`src/rtl/rtc_alarm_pkg.sv`:
```
package rtc_alarm_pkg;

  typedef enum logic [1:0] {
    BASE_TICK = 2'd0,
    BASE_SEC  = 2'd1,
    BASE_MIN  = 2'd2,
    BASE_HOUR = 2'd3
  } base_e;

  typedef struct packed {
    logic [7:0] interval;
    base_e      base;
    logic       enable;
    logic       repeat_mode;
  } alarm_cfg_t;

  // Picks the period strobe that belongs to the chosen time base.
  function automatic logic pick_strobe(input base_e b, input logic [3:0] stb);
    return stb[b];
  endfunction

  // The 8-bit count wraps, which makes an interval of 0 mean 256 periods.
  function automatic logic [7:0] bump(input logic [7:0] c);
    return c + 8'd1;
  endfunction

  function automatic logic reached(input logic [7:0] nxt, input logic [7:0] iv);
    return nxt == iv;
  endfunction

endpackage

```
`src/rtl/rtc_cfg_stage.sv`:
```
module rtc_cfg_stage
  import rtc_alarm_pkg::*;
(
  input  logic       clk,
  input  logic       rst_n,
  input  logic       tick_i,
  input  logic       cfg_wr_i,
  input  alarm_cfg_t cfg_i,
  output alarm_cfg_t eff_o,
  output logic       apply_o,
  output logic       pending_o
);

  alarm_cfg_t staged, applied;
  logic       pending;

  always_ff @(posedge clk or negedge rst_n) begin
    if (!rst_n) begin
      staged  <= '0;
      applied <= '0;
      pending <= 1'b0;
    end else begin
      if (tick_i && pending) applied <= staged;
      if (cfg_wr_i) begin
        staged  <= cfg_i;
        pending <= 1'b1;
      end else if (tick_i) begin
        pending <= 1'b0;
      end
    end
  end

  // On the tick that applies a staged word, the new settings already count.
  assign eff_o     = pending ? staged : applied;
  assign apply_o   = tick_i & pending;
  assign pending_o = pending;

  p_pending_drains_r2: assert property (@(posedge clk) disable iff (!rst_n)
    (tick_i && pending && !cfg_wr_i) |=> !pending);
  p_write_stages_r2: assert property (@(posedge clk) disable iff (!rst_n)
    cfg_wr_i |=> pending);

endmodule

```
`src/rtl/rtc_base_prescaler.sv`:
```
module rtc_base_prescaler #(
  parameter int TPS = 128,
  parameter int SPM = 60,
  parameter int MPH = 60
) (
  input  logic       clk,
  input  logic       rst_n,
  input  logic       tick_i,
  input  logic       run_i,
  output logic [3:0] strobe_o
);

  localparam int NSTAGE = 3;

  function automatic int stage_limit(input int s);
    case (s)
      0:       return TPS;
      1:       return SPM;
      default: return MPH;
    endcase
  endfunction

  logic [NSTAGE:0] carry;
  assign carry[0] = tick_i & run_i;

  for (genvar s = 0; s < NSTAGE; s++) begin : g_stage
    localparam int L = stage_limit(s);
    localparam int W = (L > 1) ? $clog2(L) : 1;
    logic [W-1:0] cnt;
    logic         wrap;
    assign wrap = (int'(cnt) == L - 1);

    always_ff @(posedge clk or negedge rst_n) begin
      if (!rst_n)                cnt <= '0;
      else if (tick_i && !run_i) cnt <= '0;
      else if (carry[s])         cnt <= wrap ? '0 : cnt + W'(1);
    end

    assign carry[s+1] = carry[s] & wrap;

    p_stage_bound_r3: assert property (@(posedge clk) disable iff (!rst_n)
      int'(cnt) < L);
  end

  assign strobe_o = carry;

endmodule

```
`src/rtl/rtc_interval_counter.sv`:
```
module rtc_interval_counter
  import rtc_alarm_pkg::*;
(
  input  logic       clk,
  input  logic       rst_n,
  input  logic       tick_i,
  input  logic       apply_i,
  input  alarm_cfg_t cfg_i,
  input  logic [3:0] strobe_i,
  output logic       hit_o
);

  logic [7:0] cnt, nxt;
  logic       armed, run_now, step;

  assign run_now = apply_i | armed;
  assign step    = tick_i & cfg_i.enable & run_now & pick_strobe(cfg_i.base, strobe_i);
  assign nxt     = bump(cnt);
  assign hit_o   = step & reached(nxt, cfg_i.interval);

  always_ff @(posedge clk or negedge rst_n) begin
    if (!rst_n) begin
      cnt   <= '0;
      armed <= 1'b0;
    end else if (tick_i) begin
      if (!cfg_i.enable) begin
        cnt   <= '0;
        armed <= 1'b0;
      end else begin
        armed <= run_now;
        if (hit_o) begin
          cnt <= '0;
          if (!cfg_i.repeat_mode) armed <= 1'b0;
        end else if (step) begin
          cnt <= nxt;
        end
      end
    end
  end

  p_count_hold_r2: assert property (@(posedge clk) disable iff (!rst_n)
    !tick_i |=> $stable(cnt));
  p_disable_clear_r8: assert property (@(posedge clk) disable iff (!rst_n)
    (tick_i && !cfg_i.enable) |=> (cnt == 8'd0));
  p_single_stops_r7: assert property (@(posedge clk) disable iff (!rst_n)
    (hit_o && !cfg_i.repeat_mode) |=> !armed);
  p_repeat_restart_r6: assert property (@(posedge clk) disable iff (!rst_n)
    hit_o |=> (cnt == 8'd0));

endmodule

```
`src/rtl/rtc_interval_alarm.sv`:
```
module rtc_interval_alarm
  import rtc_alarm_pkg::*;
#(
  parameter int TPS = 128,
  parameter int SPM = 60,
  parameter int MPH = 60
) (
  input  logic       clk,
  input  logic       rst_n,
  input  logic       tick_i,
  input  logic       cfg_wr_i,
  input  logic [7:0] cfg_interval_i,
  input  logic [1:0] cfg_base_i,
  input  logic       cfg_enable_i,
  input  logic       cfg_repeat_i,
  input  logic       ack_i,
  output logic       alarm_flag_o,
  output logic       irq_o,
  output logic       sleep_block_o
);

  alarm_cfg_t wr_cfg, eff_cfg;
  logic       apply, pending, hit;
  logic [3:0] strobes;

  assign wr_cfg = '{interval:    cfg_interval_i,
                    base:        base_e'(cfg_base_i),
                    enable:      cfg_enable_i,
                    repeat_mode: cfg_repeat_i};

  rtc_cfg_stage i_stage (
    .clk      (clk),
    .rst_n    (rst_n),
    .tick_i   (tick_i),
    .cfg_wr_i (cfg_wr_i),
    .cfg_i    (wr_cfg),
    .eff_o    (eff_cfg),
    .apply_o  (apply),
    .pending_o(pending)
  );

  rtc_base_prescaler #(.TPS(TPS), .SPM(SPM), .MPH(MPH)) i_presc (
    .clk     (clk),
    .rst_n   (rst_n),
    .tick_i  (tick_i),
    .run_i   (eff_cfg.enable),
    .strobe_o(strobes)
  );

  rtc_interval_counter i_count (
    .clk     (clk),
    .rst_n   (rst_n),
    .tick_i  (tick_i),
    .apply_i (apply),
    .cfg_i   (eff_cfg),
    .strobe_i(strobes),
    .hit_o   (hit)
  );

  always_ff @(posedge clk or negedge rst_n) begin
    if (!rst_n) begin
      alarm_flag_o <= 1'b0;
      irq_o        <= 1'b0;
    end else begin
      irq_o <= hit;
      if (hit)        alarm_flag_o <= 1'b1;
      else if (ack_i) alarm_flag_o <= 1'b0;
    end
  end

  assign sleep_block_o = alarm_flag_o | pending;

  p_irq_flag_r4: assert property (@(posedge clk) disable iff (!rst_n)
    irq_o |-> alarm_flag_o);
  p_flag_rise_r4: assert property (@(posedge clk) disable iff (!rst_n)
    $rose(alarm_flag_o) |-> irq_o);
  p_flag_fall_r9: assert property (@(posedge clk) disable iff (!rst_n)
    $fell(alarm_flag_o) |-> $past(ack_i));
  p_hit_on_tick_r2: assert property (@(posedge clk) disable iff (!rst_n)
    !tick_i |=> !irq_o);

endmodule

```
`config.mk`:
```
export PLATFORM = sky130hd
export DESIGN_NAME = rtc_interval_alarm
export DESIGN_NICKNAME = d
export VERILOG_FILES = /design/src/rtl/rtc_alarm_pkg.sv /design/src/rtl/rtc_cfg_stage.sv /design/src/rtl/rtc_base_prescaler.sv /design/src/rtl/rtc_interval_counter.sv /design/src/rtl/rtc_interval_alarm.sv
export SDC_FILE = /design/constraint.sdc
export NUM_CORES = 1
export LEC_CHECK = 0
export ABC_AREA = 1
export BUFFER_PORTS_ARGS = -buffer_cell sky130_fd_sc_hd__buf_2
export CORE_ASPECT_RATIO = 1.75
export CORE_MARGIN = 3
export CORE_UTILIZATION = 24
export CTS_CLUSTER_SIZE = 28
export DETAILED_ROUTE_END_ITERATION = 10
export HOLD_SLACK_MARGIN = 0.1
export PLACE_DENSITY_LB_ADDON = 0.3
export RECOVER_POWER = 50
export SLEW_MARGIN = 20
export SYNTH_ARGS = -nofsm -noshare
export SYNTH_HDL_FRONTEND = slang
export SYNTH_HIERARCHICAL = 1
export SYNTH_SLANG_ARGS = --single-unit
```
`constraint.sdc`:
```
create_clock -name clk -period 6.1 [get_ports clk]
set_input_delay 0.915 -clock clk [delete_from_list [all_inputs] [get_ports clk]]
set_output_delay 0.915 -clock clk [all_outputs]
set_load 0.1 [all_outputs]
```
==> run_results.csv <==
group,metric,value,unit
clock_network,clk_pin_slew,80,ps
worst_setup_path,arrival,3100,ps
worst_setup_path,cpPeakStageDelay,2080,ps
worst_setup_path,cp_data_required_time,5860,ps
layout,layout.nets,477,
worst_setup_path,crit_fanout,55,
logic_synthesis,synth_edf_count,0,
logic_synthesis,syn_inst,440,
global_routing,grt-ovfl-total,0,
layout,n_fill_cell,1418,
timing,setup_viol,0,
logic_synthesis,yosysTopAreaCell,"dfrtp_1",
timing,period_minus_slack,3348,ps
logic_synthesis,synth_common_cells,"nand2_1 (186), dfrtp_1 (55), nand3_1 (51)",
global_routing,grt_usage,9.736,%
floorplan,die_x,93.28,microns
floorplan,die_y,158.7,microns
routing,vias,2666,
logic_synthesis,yosysUniqueCellTypes,35,
layout,drive_above_1_share,12.69,%
logic_synthesis,syn_nets,461,
global_routing,antenna_found_initial,0,
clock_network,cts_tree,"done",
clock_network,htree_levels,2,
timing,worstMarginPinSlew,2965,ps
clock_network,cts_setup_buffers,0,
logic_synthesis,ys_seq_area_share,43.02,%
clock_network,postCtsResizedCells,0,
floorplan,dieArea,14810,sq um
timing,maxSlewViolCount,56,
global_routing,grt_pass1_wl,11.78,mm
global_routing,grt_pass1_vias,2604,
timing,clock_skew,10.14,ps
power_and_ir_drop,irDropWorstVdd,0.1047,mV
floorplan,initial_core_util,24.60,%
clock_network,cts_hold_buf,0,
worst_setup_path,cp_num_buf_inv,2,
clock_network,numCtsBuffers,5,
worst_setup_path,cpLargestDelayFamily,"buffers and inverters",
logic_synthesis,ys.flop_type,"dfrtp_1",
routing,ant_nets,0,
logic_synthesis,synthArstFlopShare,100.0,%
timing,tns,0,ps
logic_synthesis,ys_seq_elements,55,
layout,layout.cells.non_filler,628,
routing,drc,0,
clock_network,clk_latency,300,ps
run,drv_cap,1,
clock_network,root_buffer,"clkbuf_16",
power_and_ir_drop,power_density,236.9,nW/um^2
logic_synthesis,syn-cell-area,3199,sq um
timing,rsz0062_at_grt,"no",
power_and_ir_drop,cellLeakagePower,1.879,nW
worst_setup_path,end_kind,"asynchronous set/reset pin",
timing,fin_crit_sh,54.88,%
clock_network,clkSinkCount,55,
worst_hold_path,hp-class,"reg2reg",
placement,post-place-cells,620,
outcome,violations,"capacitance limit, slew limit",
outcome,status,"complete, but fails checks",
floorplan,rows,55,
placement,hpwl,5.205,mm
worst_setup_path,crit_type,"in2async",
logic_synthesis,yosys.area.top_type_share,43.02,%
logic_synthesis,synth.area.top_cells,"dfrtp_1 (43%), nand2_1 (22%), nand3_1 (8.0%), inv_1 (4.7%), nor2_1 (2.9%)",
timing,max_freq,298.7,MHz
layout,utilization,27.47,%
logic_synthesis,yosysWarnings,6,
layout,num_antenna_cells,0,
routing,drtIter0Drc,93,
placement,io_buffer_count,19,
timing,final-hold-violation-count,0,
placement,gp_congestion,0.7778,
global_routing,grt_max_degree,56,
layout,layout-area-overhead-vs-synth,11.65,%
routing,wl_per_cell,10.82,microns
floorplan,core-area,13010,sq um
worst_setup_path,startpoint_type,"primary input",
logic_synthesis,yosysMostFrequentCell,"nand2_1",
worst_setup_path,crit_chain,"buf_2 > clkbuf_1",
floorplan,top_level_ports,20,
timing,relSlewSlack,-97.67,%
worst_setup_path,cp_slowest_cell,"clkbuf_1",
clock_network,clockBufferDepth,2,
routing,drt_pre_antenna_iters,4,
logic_synthesis,avgSynthCellArea,7.271,sq um
routing,post_drt_via_cell_ratio,4.245,
routing,wl,6.794,mm
cell usage in the layout (no fill, tap or decap), types with 4 or more instances in the layout:
cell	count
a21oi_1	4
buf_2	18
clkbuf_16	5
dfrtp_1	55
ha_1	4
inv_1	40
inv_2	6
nand2_1	186
nand2_2	8
nand3_1	51
nand3_2	4
nand4_1	4
nor2_1	25
nor2_2	5
o21ai_0	5
xor2_1	6
where the power goes:
part           switching, W  leakage, nW  internal [W]
clock              0.000145       0.0767      0.000159
sequential        0.0000242        0.723      0.000391
combinational     0.0000851         1.08     0.0000417
cell families (layout without fill, tap and decap cells):
family	count (synthesis)	count (layout)	share of synthesized area (%)
xor gates and xnor gates	9	9	2.464
buffers and inverters	60	77	8.682
and+or+nand+nor	295	295	41.02
DFF	55	55	43.02
AOI/OAI and AO/OA	17	17	3.246
adders and majority gates	4	4	1.564
worst reg2reg max path, cell delays in order, from the launching register on:
cell and delay (ps):
dfrtp_1 670, inv_2 340, nand2_1 80, nand2_1 290
nand2_1 130, inv_1 200, nand3_4 160, nor2_1 120
inv_1 40, nand2_1 60, nand3_2 70, nand2_2 60
nand2_2 70, a21oi_2 250, inv_2 160, nor2_1 130
nand3_1 90, nand2_1 70
final timing paths:
path	end	depth (start not counted)	from	slack [ps]
worst max-delay path	i_presc/g_stage[0].cnt[5]$_DFFE_PN0P_	2	rst_n	2750
worst max register to register	i_count/cnt[0]$_DFFE_PN0P_	17	i_stage/pending_o$_DFFE_PN0P_	3040
worst min-delay path	i_stage/applied[9]$_DFFE_PN0P_	2	i_stage/applied[9]$_DFFE_PN0P_	480
min in group asynchronous	i_count/cnt[2]$_DFFE_PN0P_	2	rst_n	1670
max in group clk	i_count/cnt[0]$_DFFE_PN0P_	17	i_stage/pending_o$_DFFE_PN0P_	3040
worst min register to register	i_stage/applied[9]$_DFFE_PN0P_	2	i_stage/applied[9]$_DFFE_PN0P_	480
stage by stage:
step	hold slack [ps]	instance area, sq um	total power, W	worst slack, ps
finish	475.2	3572	0.0008462	2752
global route	492.7	3572	0.0008986	1989
floorplan	442.2	3199	0.0005176	3465
global placement	453.7	3423	0.0005485	3125
CTS	479.2	3577	0.0008623	3013
detailed placement	458.6	3423	0.0005517	3044
final cells by class:
cell class | instances | area, sq um | share of cell area, %
Multi-Input combinational cell | 325 | 1545 | 43.26
Sequential cell | 55 | 1376 | 38.53
Tap cell | 171 | 214.0 | 5.989
Inverter | 49 | 185.2 | 5.184
Clock buffer | 5 | 125.1 | 3.503
Timing Repair Buffer | 20 | 97.59 | 2.732
Clock inverter | 3 | 28.78 | 0.8056
sequential cells by signal, summed over array words and instances (netlist names):
| register | count |
|---|---|
| i_presc/g_stage.cnt | 19 |
| i_stage/applied | 12 |
| i_stage/staged | 12 |
| i_count/cnt | 8 |
| alarm_flag_o | 1 |
| i_count/armed | 1 |
| i_stage/pending_o | 1 |
| irq_o | 1 |
layer usage:
layer / wire length, microns / global-route usage (%) / up-vias
li1: - / - / 1397
met1: 2828 / 10.39 / 1237
met2: 3688 / 18.28 / 24
met3: 124 / 1.422 / 8
met4: 153 / 4.270 / 0
met5: 0 / 0 / -
No activity file was read; power rests on OpenSTA's default activity.
